===== src/rtl/xrq_pkg.sv =====
package xrq_pkg;
    localparam int LVL_W   = 2;
    localparam int TYPE_W  = 4;
    localparam int NTYPES  = 1 << TYPE_W;
    localparam int CAUSE_W = 6;

    localparam logic [LVL_W-1:0] LVL_U = 2'b00;
    localparam logic [LVL_W-1:0] LVL_S = 2'b01;
    localparam logic [LVL_W-1:0] LVL_M = 2'b11;

    localparam logic [TYPE_W-1:0] T_EXC  = 4'd1;
    localparam logic [TYPE_W-1:0] T_INT  = 4'd2;
    localparam logic [TYPE_W-1:0] T_RET  = 4'd3;
    localparam logic [TYPE_W-1:0] T_NTBR = 4'd4;

    typedef struct packed {
        logic rec;
        logic zsrc;
        logic zdst;
    } verdict_t;
endpackage


===== src/rtl/xrq_lvl_lookup.sv =====
module xrq_lvl_lookup
    import xrq_pkg::*;
(
    input  logic [LVL_W-1:0] lvl,
    input  logic [2:0]       lvl_en,
    output logic             en
);
    always_comb begin
        unique case (lvl)
            LVL_U:   en = lvl_en[0];
            LVL_S:   en = lvl_en[1];
            LVL_M:   en = lvl_en[2];
            default: en = 1'b0;
        endcase
    end
endmodule


===== src/rtl/xrq_type_filter.sv =====
module xrq_type_filter
    import xrq_pkg::*;
(
    input  logic [TYPE_W-1:0] xtype,
    input  logic [NTYPES-1:0] filt,
    output logic              pass
);
    logic [NTYPES-1:0] pass_vec;

    for (genvar k = 0; k < NTYPES; k++) begin : g_bit
        if (k == 0 || k == 6 || k == 7) begin : g_unused
            assign pass_vec[k] = 1'b0;
        end else if (k == 4) begin : g_optin
            assign pass_vec[k] = filt[k];
        end else begin : g_inhibit
            assign pass_vec[k] = ~filt[k];
        end
    end

    assign pass = pass_vec[xtype];
endmodule


===== src/rtl/xrq_freeze.sv =====
module xrq_freeze (
    input  logic clk,
    input  logic rst_n,
    input  logic hw_set,
    input  logic sw_we,
    input  logic sw_val,
    output logic frozen_q
);
    logic frozen_d;

    always_comb begin
        frozen_d = frozen_q;
        if (sw_we)  frozen_d = sw_val;
        if (hw_set) frozen_d = 1'b1;
    end

    always_ff @(posedge clk or negedge rst_n) begin
        if (!rst_n) frozen_q <= 1'b0;
        else        frozen_q <= frozen_d;
    end

    assert_hw_over_sw_R10: assert property (@(posedge clk) disable iff (!rst_n)
        (hw_set && sw_we && !sw_val) |=> frozen_q);
    assert_sw_load_R10: assert property (@(posedge clk) disable iff (!rst_n)
        (!hw_set && sw_we) |=> (frozen_q == $past(sw_val)));
endmodule


===== src/rtl/xfer_rec_qual.sv =====
module xfer_rec_qual
    import xrq_pkg::*;
#(
    parameter logic [CAUSE_W-1:0] OVF_CAUSE = 6'd13,
    parameter logic [CAUSE_W-1:0] BRK_CAUSE = 6'd3
) (
    input  logic               clk,
    input  logic               rst_n,
    input  logic               xfer_vld,
    input  logic [TYPE_W-1:0]  xfer_type,
    input  logic [LVL_W-1:0]   src_lvl,
    input  logic [LVL_W-1:0]   dst_lvl,
    input  logic               src_dbg,
    input  logic               dst_dbg,
    input  logic [CAUSE_W-1:0] trap_cause,
    input  logic [2:0]         lvl_en,
    input  logic [1:0]         ext_en,
    input  logic [NTYPES-1:0]  type_filt,
    input  logic               frz_ovf_en,
    input  logic               frz_brk_en,
    input  logic               sw_frz_we,
    input  logic               sw_frz_val,
    output logic               rec_stb,
    output logic               zero_src_pc,
    output logic               zero_dst_pc,
    output logic               frozen
);
    logic src_en, dst_en, type_ok, ext_ok, frz_evt, is_trap, dst_high;
    verdict_t v_d, v_q;

    xrq_lvl_lookup u_src (.lvl(src_lvl), .lvl_en(lvl_en), .en(src_en));
    xrq_lvl_lookup u_dst (.lvl(dst_lvl), .lvl_en(lvl_en), .en(dst_en));
    xrq_type_filter u_filt (.xtype(xfer_type), .filt(type_filt), .pass(type_ok));

    assign is_trap  = (xfer_type == T_EXC) || (xfer_type == T_INT);
    assign dst_high = (dst_lvl == LVL_S) || (dst_lvl == LVL_M);

    // Freeze events: overflow interrupt or breakpoint exception trapping upward.
    always_comb begin
        frz_evt = 1'b0;
        if (xfer_vld && !src_dbg && !dst_dbg && dst_high) begin
            if (xfer_type == T_INT && trap_cause == OVF_CAUSE && frz_ovf_en) frz_evt = 1'b1;
            if (xfer_type == T_EXC && trap_cause == BRK_CAUSE && frz_brk_en) frz_evt = 1'b1;
        end
    end

    // External-trap opt-in: target level and every level in between.
    always_comb begin
        ext_ok = 1'b0;
        if (src_lvl == LVL_U && dst_lvl == LVL_S) ext_ok = ext_en[0];
        if (src_lvl == LVL_U && dst_lvl == LVL_M) ext_ok = ext_en[0] && ext_en[1];
        if (src_lvl == LVL_S && dst_lvl == LVL_M) ext_ok = ext_en[1];
    end

    xrq_freeze u_frz (
        .clk(clk), .rst_n(rst_n), .hw_set(frz_evt),
        .sw_we(sw_frz_we), .sw_val(sw_frz_val), .frozen_q(frozen)
    );

    always_comb begin
        v_d = '0;
        if (xfer_vld && !frozen && !src_dbg && !dst_dbg && !frz_evt) begin
            if (is_trap) begin
                unique case ({src_en, dst_en})
                    2'b11: v_d.rec = type_ok;
                    2'b01: begin v_d.rec = type_ok; v_d.zsrc = type_ok; end
                    2'b10: begin v_d.rec = ext_ok;  v_d.zdst = ext_ok;  end
                    default: v_d = '0;
                endcase
            end else if (xfer_type == T_RET) begin
                unique case ({src_en, dst_en})
                    2'b11: v_d.rec = type_ok;
                    2'b10: begin v_d.rec = type_ok; v_d.zdst = type_ok; end
                    default: v_d = '0;
                endcase
            end else begin
                v_d.rec = src_en && type_ok;
            end
        end
    end

    always_ff @(posedge clk or negedge rst_n) begin
        if (!rst_n) v_q <= '0;
        else        v_q <= v_d;
    end

    assign rec_stb     = v_q.rec;
    assign zero_src_pc = v_q.zsrc;
    assign zero_dst_pc = v_q.zdst;

    assert_idle_no_rec_R1: assert property (@(posedge clk) disable iff (!rst_n)
        !xfer_vld |=> !rec_stb);
    assert_ntbr_optin_R2: assert property (@(posedge clk) disable iff (!rst_n)
        (xfer_type == T_NTBR && !type_filt[4]) |=> !rec_stb);
    assert_zero_implies_rec_R4: assert property (@(posedge clk) disable iff (!rst_n)
        (zero_src_pc || zero_dst_pc) |-> rec_stb);
    assert_ret_disabled_src_R6: assert property (@(posedge clk) disable iff (!rst_n)
        (xfer_type == T_RET && !src_en) |=> !rec_stb);
    assert_debug_never_R7: assert property (@(posedge clk) disable iff (!rst_n)
        (src_dbg || dst_dbg) |=> !rec_stb);
    assert_freeze_trap_R8: assert property (@(posedge clk) disable iff (!rst_n)
        (xfer_vld && xfer_type == T_INT && trap_cause == OVF_CAUSE && frz_ovf_en
         && dst_high && !src_dbg && !dst_dbg) |=> (frozen && !rec_stb));
    assert_frozen_blocks_R9: assert property (@(posedge clk) disable iff (!rst_n)
        frozen |=> !rec_stb);
endmodule


===== config.mk =====
export PLATFORM = sky130hd
export DESIGN_NAME = xfer_rec_qual
export DESIGN_NICKNAME = d
export VERILOG_FILES = /design/src/rtl/xrq_pkg.sv /design/src/rtl/xrq_lvl_lookup.sv /design/src/rtl/xrq_type_filter.sv /design/src/rtl/xrq_freeze.sv /design/src/rtl/xfer_rec_qual.sv
export SDC_FILE = /design/constraint.sdc
export NUM_CORES = 1
export LEC_CHECK = 0
export ABC_CLOCK_PERIOD_IN_PS = 1130
export BUFFER_PORTS_ARGS = -buffer_cell sky130_fd_sc_hd__buf_2
export CAP_MARGIN = 25
export CORE_MARGIN = 10
export CORE_UTILIZATION = 29
export CTS_CLUSTER_SIZE = 8
export DETAILED_ROUTE_END_ITERATION = 10
export PLACE_DENSITY = 0.69
export SLEW_MARGIN = 20
export SYNTH_ARGS = -nofsm -noshare
export SYNTH_HDL_FRONTEND = slang
export SYNTH_SLANG_ARGS = --single-unit

===== constraint.sdc =====
create_clock -name clk -period 1.13 [get_ports clk]
set_clock_uncertainty 0.1 [all_clocks]
set_input_delay 0.113 -clock clk [delete_from_list [all_inputs] [get_ports clk]]
set_output_delay 0.113 -clock clk [all_outputs]
set_load 0.02 [all_outputs]

==> flow_summary.yaml <==
synth:
  synth_top_cell_by_area: "dfrtp_1"
  yosysTopAreaCellShare_pct: 21.2
  postSynthAreaPerCell_sq_um: 8.28
  synth.area.top_cells: "dfrtp_1, mux2i_1, nand3_1"
  syn_nets: 101
  netlist_instances: 57
  synth_edf_count: 0
  ys_types: 30
  ys_seq_elements: 4
  async_flop_share_pct: 100
  yosysWarnings: 0
  mappedNetlistArea_sq_um: 472
  yosys_most_used_dff: "dfrtp_1"
  yosysSeqAreaShare_pct: 21.2
worst_hold_path:
  hold_start: "xfer_vld"
  whs_path_depth: 2
  min_to: "u_frz.frozen_q"
  hp-class: "input port to flip-flop"
pwr:
  swShare_pct: 27.7
  p_int_mw: 0.431
  pwr-share-clk_pct: 31.9
  power_leakage_nw: 0.439
  p_switching_mw: 0.165
  power_density_nw_per_um2: 674
  p_total_mw: 0.596
  irDropWorstVdd_uv: 266
  p_seq_share_pct: 25.4
  combPwrFrac_pct: 42.7
run_status:
  status: "finished, violations left"
  violations: "setup timing"
die:
  start_util_pct: 31.0
  dieHeight_um: 60.3
  core_area_sq_um: 1520
  die-width_um: 60.3
  fp-row-count: 14
  fp.dieArea_sq_um: 3640
  num_io_pins: 48
cells_and_area:
  syn2layout_area_growth_pct: 87.5
  final_layout_size_suffix_gt1_share_pct: 60.2
  final_cells: 134
  fillers: 134
  fin_nets: 163
  stdcell_area_sq_um: 885
  antenna-diode-count: 0
  multiInputGateArea_sq_um: 382
  seqCellArea_sq_um: 101
worst_setup_path:
  endpoint_kind: "flip-flop"
  arrival_ps: 1190
  reg2reg_from: "u_frz.frozen_q"
  cp.required_ps: 1180
  crit_fanout: 3
  cp-start-kind: "input port"
  critPathLaunch: "xfer_type[1]"
  worstSetupPathType: "input port to flip-flop"
  rrSetupSlack_ps: 10
  reg2regPathDepth: 2
  r2r_end: "zero_dst_pc"
cts:
  cts_buffer_depth: 2
  clock-root-buffer: "clkbuf_4"
  clkTransAtPathRegs_ps: 40
  tritoncts: "done"
  clk_latency_ps: 230
  cts_sinks: 4
  cts_buffers: 3
  h-tree-depth: 1
global_routing:
  antenna_found_initial: 0
  grt_max_degree: 9
  grt_pass1_wl_um: 3060
  grt.total_usage_pct: 10.4
  grt_pass1_vias: 722
  grt.overflow.total: 0
sta:
  drv_slew: 0
  finalCriticalPeriod_ps: 1140
  fmax_ghz: 0.874
  hold_viol: 0
  setup-violations-final: 2
  finalWorstSetupSlack_ps: -13.7
  grt_setup_unrepaired: "yes"
  finalCritPeriodShare_pct: 101
  slew_headroom_pct: 81.3
  worstMarginPinSlew_ps: 277
drt:
  drt-initial-drc-count: 18
  vias: 672
  viasPerCell: 5.01
  routedWlPerCell_um: 14.1
  dr.pass1.iters: 5
  drt_wl_total_um: 1890
  drc: 0
  drtAntennaViolNets: 0
placed_design:
  dp_hpwl_um: 1680
  placed_cell_area_sq_um: 808
  pre_cts_slack_ps: -316
  port_buffers: 44
  dp.cells: 128
  gp_congestion: 0.810
flow_run:
  cap_violations: 0
worst max-delay path by stage:
stage | to | slack [ps] | cells past startpoint
final | rec_stb | -10 | 5
after floorplan | rec_stb | -230 | 5
after global placement | rec_stb | -270 | 5
after detailed placement | rec_stb | -320 | 5
after CTS | rec_stb | -20 | 5
after global routing | rec_stb | -80 | 5
cell type report:
class / count / area share, %
clock buffers: 4 / 2.97
inverters: 1 / 0.424
multi-input cells: 50 / 43.1
flip-flops and latches: 4 / 11.5
well taps: 16 / 2.26
repair buffers: 59 / 39.7
kinds of logic (layout without fill, tap and decap cells):
logic type | count (synthesis) | after routing | share of synthesized area [%]
muxes | 7 | 7 | 18.0
buffers and inverters | 3 | 64 | 4.24
AOI/OAI and AO/OA | 11 | 11 | 17.0
DFF | 4 | 4 | 21.2
xor gates and xnor gates | 1 | 1 | 1.86
and+or+nand+nor | 31 | 31 | 37.7
per-layer routing:
layer	wire (um)	vias up	GRT usage, %
met2	1020	22	19.0
li1	-	345	-
met5	0	-	0
met4	4	0	2.56
met3	150	2	3.13
met1	708	303	11.4
registers in the layout, summed over array words and instances (netlist names):
register	count
zero_src_pc	1
zero_dst_pc	1
rec_stb	1
u_frz.frozen_q	1
worst max-delay path: stages:
cell	delay (ps)
buf_8	80
mux4_2	510
o2111ai_4	220
nand3_1	110
a31oi_1	170
placed cells by master (no fill, tap or decap), drive strengths merged:
cell type / count
a31o: 1
nand4: 2
dfrtp: 4
mux2i: 4
nand4b: 1
a31oi: 1
nand3b: 1
nand2: 4
a22o: 1
o2111ai: 1
mux4: 1
or3: 2
nor2: 7
a21oi: 4
or2: 1
nor3b: 2
a41oi: 1
clkbuf: 4
dlygate4sd3: 1
buf: 58
mux2: 2
nor4b: 1
nor4bb: 2
o21ai: 1
nor3: 2
nand3: 6
inv: 1
xor2: 1
o21a: 1
synthesized netlist by cell type, types with 2 or more instances:
cell type  instances
nor3b_1            2
dfrtp_1            4
nor4bb_1           2
nand3_1            6
nor2_1             7
or3_1              2
nand2_1            4
a21oi_1            4
mux2i_1            4
nand4_1            2
power by group through the flow:
stage,clock network (mW),registers [mW],logic [mW]
detailed placement,0,0.154,0.234
CTS,0.201,0.152,0.243
global placement,0,0.153,0.227
global route,0.215,0.153,0.280
finish,0.190,0.152,0.254
floorplan,0,0.158,0.0990
through the flow:
stage / setup TNS (ps) / hold slack (ps) / utilization, %
global placement: -769 / -182 / 53.0
global route: -186 / 51.1 / 58.0
floorplan: -412 / -283 / -
detailed placement: -879 / -178 / 53.0
CTS: -29.0 / 35.9 / 56.5
finish: -25.2 / 39.4 / 58.0
what timing repair did:
| item | in CTS | in global routing |
|---|---|---|
| hold buffers | 1 | 0 |
| pin swaps | 7 | 4 |
| endpoints found under the setup margin | 3 | 4 |
| gates cloned | 0 | 0 |
| endpoints found under the hold margin | 4 | 0 |
| gates resized for setup | 3 | 2 |
| setup buffers | 0 | 1 |
Power figures use the tool's default switching activity.
